$ cat config.mk
export PLATFORM = sky130hd
export DESIGN_NAME = lockdet_top
export DESIGN_NICKNAME = d
export VERILOG_FILES = /design/src/rtl/lockdet_pkg.sv /design/src/rtl/lockdet_edge.sv /design/src/rtl/lockdet_meter.sv /design/src/rtl/lockdet_qual.sv /design/src/rtl/lockdet_top.sv
export SDC_FILE = /design/constraint.sdc
export NUM_CORES = 1
export LEC_CHECK = 0
export CAP_MARGIN = 15
export CORE_ASPECT_RATIO = 0.8
export CORE_MARGIN = 2
export CORE_UTILIZATION = 45
export DETAILED_ROUTE_END_ITERATION = 8
export PLACE_DENSITY = 0.66
export SYNTH_ARGS = -nofsm -noshare
export SYNTH_HDL_FRONTEND = slang
export SYNTH_SLANG_ARGS = --single-unit
$ cat constraint.sdc
create_clock -name clk -period 5.3 [get_ports clk]
set_clock_uncertainty 0.1 [all_clocks]
set_input_delay 0.53 -clock clk [delete_from_list [all_inputs] [get_ports clk]]
set_output_delay 0.53 -clock clk [all_outputs]
set_load 0.02 [all_outputs]
$ cat src/rtl/lockdet_pkg.sv
package lockdet_pkg;

  typedef enum logic [1:0] {
    CLS_GOOD = 2'd0,
    CLS_MID  = 2'd1,
    CLS_BAD  = 2'd2
  } phase_cls_e;

  typedef enum logic [1:0] {
    MS_IDLE     = 2'd0,
    MS_WAIT_FB  = 2'd1,
    MS_WAIT_REF = 2'd2
  } meter_st_e;

  // Sort one completed measurement into good / mid / bad.
  function automatic phase_cls_e classify(input int unsigned err,
                                          input logic        timed_out,
                                          input int unsigned good_lim,
                                          input int unsigned bad_lim);
    if (timed_out || err > bad_lim) return CLS_BAD;
    if (err < good_lim)             return CLS_GOOD;
    return CLS_MID;
  endfunction

  // Length of the good run that declares lock.
  function automatic int unsigned run_needed(input logic        precise,
                                             input int unsigned short_n,
                                             input int unsigned long_n);
    return precise ? long_n : short_n;
  endfunction

endpackage

$ cat src/rtl/lockdet_edge.sv
module lockdet_edge #(
  parameter int N = 2
) (
  input  logic         clk,
  input  logic         rst_n,
  input  logic [N-1:0] sig,
  output logic [N-1:0] rise
);
  logic [N-1:0] sig_q;

  for (genvar i = 0; i < N; i++) begin : g_bit
    always_ff @(posedge clk or negedge rst_n) begin
      if (!rst_n) sig_q[i] <= 1'b0;
      else        sig_q[i] <= sig[i];
    end
    assign rise[i] = sig[i] & ~sig_q[i];
  end
endmodule

$ cat src/rtl/lockdet_meter.sv
module lockdet_meter
  import lockdet_pkg::*;
#(
  parameter int BAD_CNT = 5,
  parameter int CNT_W   = 3
) (
  input  logic             clk,
  input  logic             rst_n,
  input  logic             clr,
  input  logic             ref_rise,
  input  logic             fb_rise,
  output logic             done,
  output logic [CNT_W-1:0] err,
  output logic             timeout
);
  meter_st_e        st, st_nx;
  logic [CNT_W-1:0] cnt, cnt_nx;
  logic             other_edge;

  assign other_edge = (st == MS_WAIT_FB) ? fb_rise : ref_rise;

  always_comb begin
    st_nx   = st;
    cnt_nx  = cnt;
    done    = 1'b0;
    err     = '0;
    timeout = 1'b0;
    if (clr) begin
      st_nx  = MS_IDLE;
      cnt_nx = '0;
    end else begin
      case (st)
        MS_IDLE: begin
          if (ref_rise && fb_rise) begin
            done = 1'b1;
          end else if (ref_rise) begin
            st_nx  = MS_WAIT_FB;
            cnt_nx = CNT_W'(1);
          end else if (fb_rise) begin
            st_nx  = MS_WAIT_REF;
            cnt_nx = CNT_W'(1);
          end
        end
        MS_WAIT_FB, MS_WAIT_REF: begin
          if (other_edge) begin
            done   = 1'b1;
            err    = cnt;
            st_nx  = MS_IDLE;
            cnt_nx = '0;
          end else if (cnt == CNT_W'(BAD_CNT)) begin
            done    = 1'b1;
            timeout = 1'b1;
            err     = cnt;
            st_nx   = MS_IDLE;
            cnt_nx  = '0;
          end else begin
            cnt_nx = cnt + CNT_W'(1);
          end
        end
        default: begin
          st_nx  = MS_IDLE;
          cnt_nx = '0;
        end
      endcase
    end
  end

  always_ff @(posedge clk or negedge rst_n) begin
    if (!rst_n) begin
      st  <= MS_IDLE;
      cnt <= '0;
    end else begin
      st  <= st_nx;
      cnt <= cnt_nx;
    end
  end
endmodule

$ cat src/rtl/lockdet_qual.sv
module lockdet_qual
  import lockdet_pkg::*;
#(
  parameter int LOW_CYC  = 3,
  parameter int HIGH_CYC = 5,
  parameter int RUN_W    = 3
) (
  input  logic       clk,
  input  logic       rst_n,
  input  logic       clr,
  input  logic       precise,
  input  logic       done,
  input  phase_cls_e cls,
  output logic       lock
);
  logic [RUN_W-1:0] run, run_inc, need;

  assign need    = RUN_W'(run_needed(precise, LOW_CYC, HIGH_CYC));
  assign run_inc = run + RUN_W'(1);

  always_ff @(posedge clk or negedge rst_n) begin
    if (!rst_n) begin
      lock <= 1'b0;
      run  <= '0;
    end else if (clr) begin
      lock <= 1'b0;
      run  <= '0;
    end else if (done) begin
      if (lock) begin
        run <= '0;
        if (cls == CLS_BAD) lock <= 1'b0;
      end else if (cls == CLS_GOOD) begin
        if (run_inc >= need) begin
          lock <= 1'b1;
          run  <= '0;
        end else begin
          run <= run_inc;
        end
      end else begin
        run <= '0;
      end
    end
  end
endmodule

$ cat src/rtl/lockdet_top.sv
module lockdet_top
  import lockdet_pkg::*;
#(
  parameter int GOOD_CNT = 3,
  parameter int BAD_CNT  = 5,
  parameter int LOW_CYC  = 3,
  parameter int HIGH_CYC = 5
) (
  input  logic clk,
  input  logic rst_n,
  input  logic pwr_down,
  input  logic precise,
  input  logic ref_div,
  input  logic fb_div,
  output logic lock
);
  localparam int CNT_W = $clog2(BAD_CNT + 2);
  localparam int RUN_W = $clog2(HIGH_CYC + 1);

  logic [1:0]       rise;
  logic             ref_rise, fb_rise;
  logic             meas_done, meas_timeout;
  logic [CNT_W-1:0] meas_err;
  phase_cls_e       meas_cls;
  logic             cls_good, cls_bad;

  lockdet_edge #(.N(2)) u_edge (
    .clk  (clk),
    .rst_n(rst_n),
    .sig  ({fb_div, ref_div}),
    .rise (rise)
  );
  assign ref_rise = rise[0];
  assign fb_rise  = rise[1];

  lockdet_meter #(.BAD_CNT(BAD_CNT), .CNT_W(CNT_W)) u_meter (
    .clk     (clk),
    .rst_n   (rst_n),
    .clr     (pwr_down),
    .ref_rise(ref_rise),
    .fb_rise (fb_rise),
    .done    (meas_done),
    .err     (meas_err),
    .timeout (meas_timeout)
  );

  assign meas_cls = classify(32'(meas_err), meas_timeout, GOOD_CNT, BAD_CNT);
  assign cls_good = (meas_cls == CLS_GOOD);
  assign cls_bad  = (meas_cls == CLS_BAD);

  lockdet_qual #(.LOW_CYC(LOW_CYC), .HIGH_CYC(HIGH_CYC), .RUN_W(RUN_W)) u_qual (
    .clk    (clk),
    .rst_n  (rst_n),
    .clr    (pwr_down),
    .precise(precise),
    .done   (meas_done),
    .cls    (meas_cls),
    .lock   (lock)
  );
endmodule

==> flow_summary_export.csv, run 1 <==
group,metric,value,unit
setup_path,worstPathArrival,2.43,ns
synthesis,synth-compound-area-share,17.95,%
synthesis,avgSynthCellArea,9.689,um^2
setup_path,critPathMaxFanout,4,
global_route,antenna_found_initial,0,
floorplan,dieArea,2120,um^2
sta,hold_violations,0,
sta,worst_pin_slew,0.5098,ns
drt,detail_route.wirelength,1.541,mm
sta,min_period,2.328,ns
sta,fin_crit_sh,43.93,%
clock_network,cts-buffers-inserted,3,
synthesis,post-synth-top-area-fraction,34.65,%
setup_path,reg2reg_depth,7,
synthesis,yosysSeqAreaShare,34.65,%
power_and_ir_drop,p_clk_share,19.7,%
power_and_ir_drop,p_sw,0.0001146,W
power_and_ir_drop,seq_power_share,38.7,%
floorplan,rows,13,
synthesis,ys_ff_latch,11,
clock_network,post-cts-setup-buffer-count,0,
clock_network,ctsResizeCount,0,
final_layout,final_area,908.4,um^2
power_and_ir_drop,swShare,38.19,%
synthesis,netlist_area,794.5,um^2
final_layout,fill_cells,159,
final_layout,area_growth,14.33,%
placement,numPortBuffers,6,
hold_path,hp-class,"reg2reg",
power_and_ir_drop,p_total,0.0003000,W
drt,post_drt_wl_per_cell,13.52,um
synthesis,synth-edff-count,0,
clock_network,root_buffer,"clkbuf_4",
sta,fmax,429.5,MHz
global_route,grt_pass1_wl,2.739,mm
clock_network,cts_buffer_depth,2,
clock_network,clk_latency,0.27,ns
placement,place_area,882.1,um^2
synthesis,synth.most_common_cell,"dfrtp_1",
floorplan,start_util,48.36,%
final_layout,seq_area,275.3,um^2
floorplan,core-area,1643,um^2
synthesis,synthXorXnorAreaFrac,2.205,%
placement,dp_hpwl,1.195,mm
synthesis,synth_ff_type,"dfrtp_1",
drt,ant_nets,0,
global_route,grt_overflow,0,
drt,drc,0,
drt,drt-pass1-iter-count,4,
synthesis,ys_warn_count,0,
power_and_ir_drop,p_int,0.0001854,W
power_and_ir_drop,powerDensity,330.3,nW/um^2
floorplan,die_x,50.98,um
final_layout,layout-drive-gt1-share,15.22,%
floorplan,io_pins,7,
setup_path,cp-end-kind,"flip-flop",
floorplan,die_h,41.58,um
clock_network,ctsHoldBuffers,0,
drt,routed_via_density,5.553,
power_and_ir_drop,vdd_drop_max,0.1959,mV
job,max_cap_violations,0,
global_route,grt_pass1_vias,627,
clock_network,clkSinkCount,11,
final_layout,multi_input_comb_area,496.7,um^2
synthesis,synth-simple-area-share,28.82,%
synthesis,synth_top_family_by_area,"simple AND/OR/NAND/NOR gates",
setup_path,critPathRequiredTime,5.40,ns
clock_network,cts.htree.levels,1,
placement,globalplace.congestion,0.7899,
status,status,"finished clean",
synthesis,netlist_instances,82,
synthesis,synthTopCellsByCount,"dfrtp_1, a21oi_1, ha_1, inv_1, nand2_1",
sta,tns,0,ns
drt,dr_total_vias,633,
drt,drt_iter0_drc,9,
clock_network,clk_pin_slew,0.07,ns
synthesis,syn_nets,94,
synthesis,synthArstFlopShare,100.0,%
global_route,grt_max_degree,12,
final_layout,layout.nets,105,
sta,rsz0062_at_grt,"false",
global_route,track_usage,17.18,%
clock_network,cts_tree,"yes",
synthesis,synth-adder-area-share,9.449,%
synthesis,yosys.area.top_type,"dfrtp_1",
power_and_ir_drop,combinationalPowerShare,41.6,%
setup_path,critPathKind,"reg2reg",
setup_path,worst_setup_path_start_kind,"flip-flop",
sta,relSlewSlack,65.91,%
synthesis,muxShareOfSynthArea,4.094,%
power_and_ir_drop,p_leak,0.3805,nW
synthesis,synth_area_leaders,"dfrtp_1, ha_1, a21oi_1, o311ai_4, nand2b_1",
hold_path,hold_depth,2,
final_layout,num_antenna_cells,0,
sta,finalSetupViolCount,0,
synthesis,synth.distinct_cells,35,
sta,final_max_slew_viol_count,0,
through the flow:
stage | setup slack [ns] | util [%] | hold slack [ns] | instances
2_1_floorplan | 3.335 | - | 0.1344 | 82
3_5_place_dp | 2.762 | 53.69 | 0.4201 | 110
3_3_place_gp | 2.876 | 53.69 | 0.4188 | 110
4_1_cts | 3.016 | 55.29 | 0.4303 | 114
5_1_grt | 2.847 | 55.29 | 0.4842 | 114
6_report | 2.972 | 55.29 | 0.4296 | 114
logic make-up after synthesis:
kind of cell	Yosys count
flops	11
compound gates	19
xor+xnor	2
mux	3
simple gates	35
fa+ha+maj	6
buf+inv	6
flip-flops by register name (all words and copies together), names as in the netlist:
register and cells:
u_qual.lock 1, u_qual.run 3, u_edge.sig_q 2, u_meter.cnt 3
u_meter.st 2
power by group through the flow:
stage	sequential (W)	combinational [W]	clock, W
2_1_floorplan	0.000113	0.0000956	0
4_1_cts	0.000115	0.000124	0.0000618
3_3_place_gp	0.000116	0.000123	0
5_1_grt	0.000118	0.000142	0.0000659
3_5_place_dp	0.000117	0.000124	0
6_report	0.000116	0.000125	0.0000591
metal layers:
metal	track usage, %	vias up	wire length, um
met1	23.80	296	772
met4	7.027	0	24
met5	0	-	0
met2	26.23	15	689
met3	3.237	2	54
li1	-	320	-
layout make-up:
cell class	instances	area share [%]
clock buffers	4	2.893
multi-input cells	65	54.68
well taps	22	3.030
inverters	6	2.479
flip-flops and latches	11	30.30
repair buffers	6	6.612
final timing paths:
kind,startpoint,to,slack (ns)
setup / recovery,u_qual.run[0],u_qual.run[2],2.97
hold / removal,u_qual.run[2],u_qual.run[2],0.43
setup reg to reg,u_qual.run[0],u_qual.run[2],2.97
hold reg to reg,u_qual.run[2],u_qual.run[2],0.43
max in group asynchronous,rst_n,u_meter.cnt[2],4.27
min in group asynchronous,rst_n,u_edge.sig_q[0],0.49
cells in the final DEF, fill, tap and decap left out, types with 2 or more instances in the layout:
| master | count |
|---|---|
| a21oi_1 | 6 |
| and2b_2 | 2 |
| and3b_1 | 2 |
| clkbuf_4 | 3 |
| clkdlybuf4s50_1 | 6 |
| dfrtp_1 | 11 |
| ha_1 | 6 |
| inv_1 | 6 |
| mux2_2 | 2 |
| nand2_1 | 5 |
| nand2b_1 | 4 |
| nand3_1 | 3 |
| nand4_1 | 3 |
| nor2_1 | 4 |
| nor2b_1 | 3 |
| o2111ai_1 | 2 |
| o21ai_0 | 3 |
worst max-delay path, cell delays in order (launching register included):
cell and delay (ns):
dfrtp_1 0.42, ha_1 0.33, ha_1 0.26, nor2b_1 0.13, o21ai_0 0.22, nor3b_1 0.46
o2111ai_1 0.19, a21oi_1 0.15
Power figures use the tool's default switching activity.
==> run 2, diff against run 1 <==
==> constraint.sdc (replaced) <==
create_clock -name clk -period 2.3 [get_ports clk]
set_clock_uncertainty 0.1 [all_clocks]
set_input_delay 0.23 -clock clk [delete_from_list [all_inputs] [get_ports clk]]
set_output_delay 0.23 -clock clk [all_outputs]
set_load 0.02 [all_outputs]
==> run 2 against run 1 <==
Against the previous run:
- first-iteration DRC count rose by 110%
- routed wire length is 1.7% higher
- die area stayed put
- sequential cell count did not move
- sequential share of layout area decreased by 0.41 points
- critical path depth is the same
- sequential power rose by 130%
- via count is 3.6% higher
- worst hold slack lost 0.24 ns
- clock power increased by 140%
- cell count increased by 0.88%
- critical path type unchanged
- largest power group unchanged
==> flow_summary_export.csv, run 2 (synthesis gave the netlist of run 1 again) <==
group,metric,value,unit
power_and_ir_drop,p_sw,0.0002668,W
final_layout,layout.nets,106,
setup_path,worstPathArrival,2.19,ns
floorplan,io_pins,7,
floorplan,die_h,41.58,um
final_layout,layout-drive-gt1-share,17.20,%
final_layout,reg.largest.list,"u_meter.cnt x3, u_qual.run x3",
final_layout,layout_commonest_cell,"dfrtp_1",
placement,numPortBuffers,6,
setup_path,critPathMaxFanout,4,
sta,tns,0,ns
sta,fin_crit_sh,90.63,%
drt,drt_iter0_drc,19,
setup_path,r2r_slack,0.22,ns
sta,layout_setup_ws,0.2156,ns
drt,routed_via_density,5.704,
floorplan,rows,13,
floorplan,start_util,48.36,%
sta,hold_violations,0,
sta,relSlewSlack,65.26,%
global_route,grt_max_degree,12,
global_route,busiest_layer,"met2",
clock_network,cts-buffers-inserted,3,
status,status,"finished clean",
sta,worst_pin_slew,0.5195,ns
floorplan,core-area,1643,um^2
power_and_ir_drop,p_leak,0.3883,nW
global_route,grt_use_met3,5.396,%
drt,detail_route.wirelength,1.567,mm
clock_network,clkSinkCount,11,
global_route,grt_overflow,0,
drt,post_drt_wl_per_cell,13.63,um
clock_network,ctsHoldBuffers,0,
global_route,use_met1,22.05,%
power_and_ir_drop,vdd_drop_max,0.5160,mV
setup_path,critPathRequiredTime,2.41,ns
clock_network,cts_tree,"yes",
drt,ant_nets,0,
global_route,antenna_found_initial,0,
power_and_ir_drop,p_clk_share,20.1,%
placement,dp_worst_setup_slack,0.1023,ns
global_route,grt_pass1_vias,602,
placement,globalplace.congestion,0.8109,
final_layout,num_antenna_cells,0,
power_and_ir_drop,p_int,0.0004299,W
floorplan,dieArea,2120,um^2
clock_network,clk_latency,0.28,ns
power_and_ir_drop,combinationalPowerShare,41.6,%
clock_network,cts.htree.levels,1,
job,max_cap_violations,0,
final_layout,area_growth,15.91,%
setup_path,worst_setup_path_start_kind,"flip-flop",
floorplan,die_x,50.98,um
global_route,track_usage,17.22,%
setup_path,cp-end-kind,"flip-flop",
global_route,grt_pass1_wl,2.725,mm
hold_path,hp-class,"in2async",
setup_path,critPathKind,"reg2reg",
sta,fmax,479.7,MHz
drt,dr_total_vias,656,
clock_network,post-cts-setup-buffer-count,0,
drt,drc,0,
global_route,met2_usage,27.79,%
sta,rsz0062_at_grt,"false",
final_layout,final_cell_mix,"dfrtp_1, inv_1, a21oi_1, ha_1, clkdlybuf4s50_1",
sta,min_period,2.084,ns
clock_network,root_buffer,"clkbuf_4",
clock_network,cts_buffer_depth,2,
placement,dp_hpwl,1.196,mm
drt,drt-pass1-iter-count,4,
power_and_ir_drop,powerDensity,756.6,nW/um^2
power_and_ir_drop,seq_power_share,38.3,%
sta,final_max_slew_viol_count,0,
sta,finalSetupViolCount,0,
clock_network,clk_pin_slew,0.07,ns
power_and_ir_drop,swShare,38.29,%
==> run 2: cell types whose count changed in the layout (fill, tap and decap cells not counted) <==
cell / delta
nor3b_1: -1
buf_4: +1
nor3b_2: +1
==> run 2: through the flow <==
stage / instances / hold slack, ns / power (W) / instance area (um^2) / util (%)
2_1_floorplan: 82 / -0.1656 / 0.0004811 / 794.5 / -
3_3_place_gp: 111 / 0.4230 / 0.0005487 / 889.6 / 54.15
3_5_place_dp: 111 / 0.4191 / 0.0005535 / 889.6 / 54.15
4_1_cts: 115 / 0.2077 / 0.0006959 / 915.9 / 55.75
5_1_grt: 115 / 0.2183 / 0.0007511 / 920.9 / 56.05
6_report: 115 / 0.1902 / 0.0006968 / 920.9 / 56.05
==> run 2: final timing paths <==
path / startpoint / end / cells past startpoint
min in group clk: fb_div / u_edge.sig_q[1] / 1
max in group asynchronous: rst_n / u_meter.st[0] / 1
hold reg to reg: u_qual.run[1] / u_qual.run[1] / 2
setup / recovery: u_qual.run[0] / u_qual.run[2] / 7
setup reg to reg: u_qual.run[0] / u_qual.run[2] / 7
hold / removal: rst_n / u_meter.cnt[0] / 1
==> run 2: power by group through the flow <==
| stage | sequential (W) | clock [W] | combinational [W] |
|---|---|---|---|
| 2_1_floorplan | 0.000261 | 0 | 0.000220 |
| 3_3_place_gp | 0.000269 | 0 | 0.000280 |
| 3_5_place_dp | 0.000270 | 0 | 0.000284 |
| 4_1_cts | 0.000266 | 0.000142 | 0.000288 |
| 5_1_grt | 0.000273 | 0.000154 | 0.000325 |
| 6_report | 0.000267 | 0.000140 | 0.000290 |
==> run 2: what timing repair did <==
action / CTS / global route
setup endpoints to repair: 0 / 3
resized for setup: 0 / 1
hold endpoints to repair: 0 / 0
==> run 2: layer usage <==
layer  vias up  part of all wire [%]
met4         0                  0.96
met1       316                    46
li1        320                     -
met2        18                    47
met3         2                   5.7
met5         -                     0
==> run 2: final cells by class <==
| class | count | area [um^2] |
|---|---|---|
| flip-flops and latches | 11 | 275.3 |
| fillers | 157 | 721.9 |
| multi-input cells | 65 | 501.7 |
| well taps | 22 | 27.53 |
| clock buffers | 4 | 26.28 |
| repair buffers | 7 | 67.56 |
| inverters | 6 | 22.52 |
==> run 2: critical path: stages, from the launching register on <==
cell,delay (ns)
dfrtp_1,0.42
ha_1,0.33
ha_1,0.27
nor2b_1,0.12
o21ai_0,0.19
nor3b_2,0.27
o2111ai_1,0.16
a21oi_1,0.15
==> run 3, diff against run 2 <==
--- a/config.mk
+++ b/config.mk
@@ -10,7 +10,7 @@
 export CORE_MARGIN = 2
 export CORE_UTILIZATION = 45
 export DETAILED_ROUTE_END_ITERATION = 8
-export PLACE_DENSITY = 0.66
+export PLACE_DENSITY = 0.68
 export SYNTH_ARGS = -nofsm -noshare
 export SYNTH_HDL_FRONTEND = slang
 export SYNTH_SLANG_ARGS = --single-unit
==> run 3 against run 2 <==
Against the previous run:
- critical path depth unchanged
- count of clock-buffer cells in the layout unchanged
- global-route usage down 0.43 points
- sequential cell count unchanged
- sequential power about the same
==> flow_summary_export.csv, run 3 (synthesis gave the netlist of run 1 again) <==
group,metric,value,unit
floorplan,dieArea,2120,um^2
sta,fmax,481.0,MHz
drt,dr_total_vias,629,
floorplan,start_util,48.36,%
setup_path,cp-end-kind,"flip-flop",
hold_path,hp-class,"in2async",
final_layout,final_cells,115,
global_route,track_usage,16.79,%
sta,final_max_slew_viol_count,0,
setup_path,worstPathArrival,2.18,ns
global_route,grt_pass1_wl,2.697,mm
sta,tns,0,ns
final_layout,reg.largest.list,"u_meter.cnt x3, u_qual.run x3",
placement,place_inst,111,
floorplan,io_pins,7,
drt,drc,0,
power_and_ir_drop,powerDensity,750.9,nW/um^2
drt,drt-pass1-iter-count,4,
clock_network,post-cts-setup-buffer-count,0,
power_and_ir_drop,p_total,0.0006915,W
status,status,"finished clean",
setup_path,critPathRequiredTime,2.40,ns
setup_path,path_cells,"ha_1 > ha_1 > nor2b_1 > o21ai_0 > nor3b_2 > o2111ai_1 > a21oi_1",
global_route,grt_overflow,0,
final_layout,fill_cells,156,
setup_path,crit_path_top_delay_cell,"dfrtp_1",
global_route,antenna_found_initial,0,
drt,met2_length,729,um
setup_path,r2r_slack,0.22,ns
final_layout,layout_commonest_cell,"dfrtp_1",
final_layout,final_cell_mix,"dfrtp_1, inv_1, a21oi_1, ha_1, clkdlybuf4s50_1",
sta,hold_violations,0,
drt,detail_route.wirelength,1.562,mm
clock_network,cts_buffer_depth,2,
setup_path,critPathKind,"reg2reg",
final_layout,layout.nets,106,
drt,post_drt_wl_per_cell,13.58,um
placement,numPortBuffers,6,
floorplan,die_x,50.98,um
final_layout,layout-drive-gt1-share,17.20,%
setup_path,critPathMaxFanout,4,
setup_path,reg2reg_depth,7,
drt,ant_nets,0,
placement,globalplace.congestion,0.8123,
placement,dp_hpwl,1.177,mm
global_route,grt_max_degree,12,
setup_path,startpoint,"u_qual.run[0]",
setup_path,regToRegEndpoint,"u_qual.run[2]",
clock_network,clk_latency,0.27,ns
sta,min_period,2.079,ns
sta,worst_pin_slew,0.5240,ns
drt,drt-met1-wl,764,um
clock_network,clk_pin_slew,0.08,ns
setup_path,cp_common_cell,"ha_1",
sta,finalSetupViolCount,0,
clock_network,clkSinkCount,11,
power_and_ir_drop,p_leak,0.3883,nW
setup_path,rr_startpoint,"u_qual.run[0]",
sta,rsz0062_at_grt,"false",
final_layout,area_growth,15.91,%
clock_network,root_buffer,"clkbuf_4",
clock_network,cts.htree.levels,1,
drt,drt_iter0_drc,11,
drt,top_layer,"met4",
power_and_ir_drop,vdd_drop_max,0.4922,mV
sta,fin_crit_sh,90.40,%
floorplan,rows,13,
final_layout,num_antenna_cells,0,
setup_path,worst_setup_path_start_kind,"flip-flop",
drt,wl_met3,38,um
setup_path,slowest_delay,0.43,ns
clock_network,ctsResizeCount,0,
global_route,grt_pass1_vias,612,
sta,relSlewSlack,64.96,%
job,max_cap_violations,0,
drt,routed_via_density,5.470,
clock_network,cts-buffers-inserted,3,
clock_network,ctsHoldBuffers,0,
floorplan,core-area,1643,um^2
floorplan,die_h,41.58,um
clock_network,cts_tree,"yes",
run 3: cell counts in the layout (fill, tap and decap cells not counted):
Identical to the previous run, type by type.
run 3: worst max-delay path, delay by kind of cell, from the launching register on:
family | cells | cell delay, ns
AO/OA/AOI/OAI | 3 | 0.49
adder cells (fa/ha/maj) | 2 | 0.60
flip-flops | 1 | 0.43
AND/OR/NAND/NOR | 2 | 0.39
run 3: worst max-delay path by stage:
stage                                to  slack [ns]  depth (start not counted)
after detailed placement  u_qual.run[2]        0.16                          7
after global placement    u_qual.run[2]        0.17                          7
after CTS                 u_qual.run[2]        0.14                          7
final                     u_qual.run[2]        0.22                          7
after global routing      u_qual.run[2]        0.04                          7
after floorplan           u_qual.run[2]        0.34                          7
run 3: metrics by stage:
stage | area [um^2] | utilization, % | worst slack (ns) | hold WS [ns]
2_1_floorplan | 794.5 | - | 0.3352 | -0.1656
3_3_place_gp | 889.6 | 54.15 | 0.1664 | 0.4166
3_5_place_dp | 889.6 | 54.15 | 0.1562 | 0.4182
4_1_cts | 915.9 | 55.75 | 0.1378 | 0.2187
5_1_grt | 920.9 | 56.05 | 0.04435 | 0.2479
6_report | 920.9 | 56.05 | 0.2208 | 0.1982
run 3: final cells by class:
| cell class | count | area [um^2] | share of cell area, % |
|---|---|---|---|
| Inverter | 6 | 22.52 | 2.446 |
| Multi-Input combinational cell | 65 | 501.7 | 54.48 |
| Sequential cell | 11 | 275.3 | 29.89 |
| Timing Repair Buffer | 7 | 67.56 | 7.337 |
| Tap cell | 22 | 27.53 | 2.989 |
| Clock buffer | 4 | 26.28 | 2.853 |
run 3: where the power goes:
group	switching, W	internal [W]	leakage, nW
Sequential	0.0000377	0.000227	0.145
Clock	0.0000715	0.0000672	0.0150
Combinational	0.000153	0.000135	0.228
run 3: routing by layer:
metal | vias to the layer above | GRT usage, %
met2 | 8 | 25.45
li1 | 319 | -
met3 | 5 | 3.237
met1 | 297 | 22.83
met4 | 0 | 8.108
met5 | - | 0
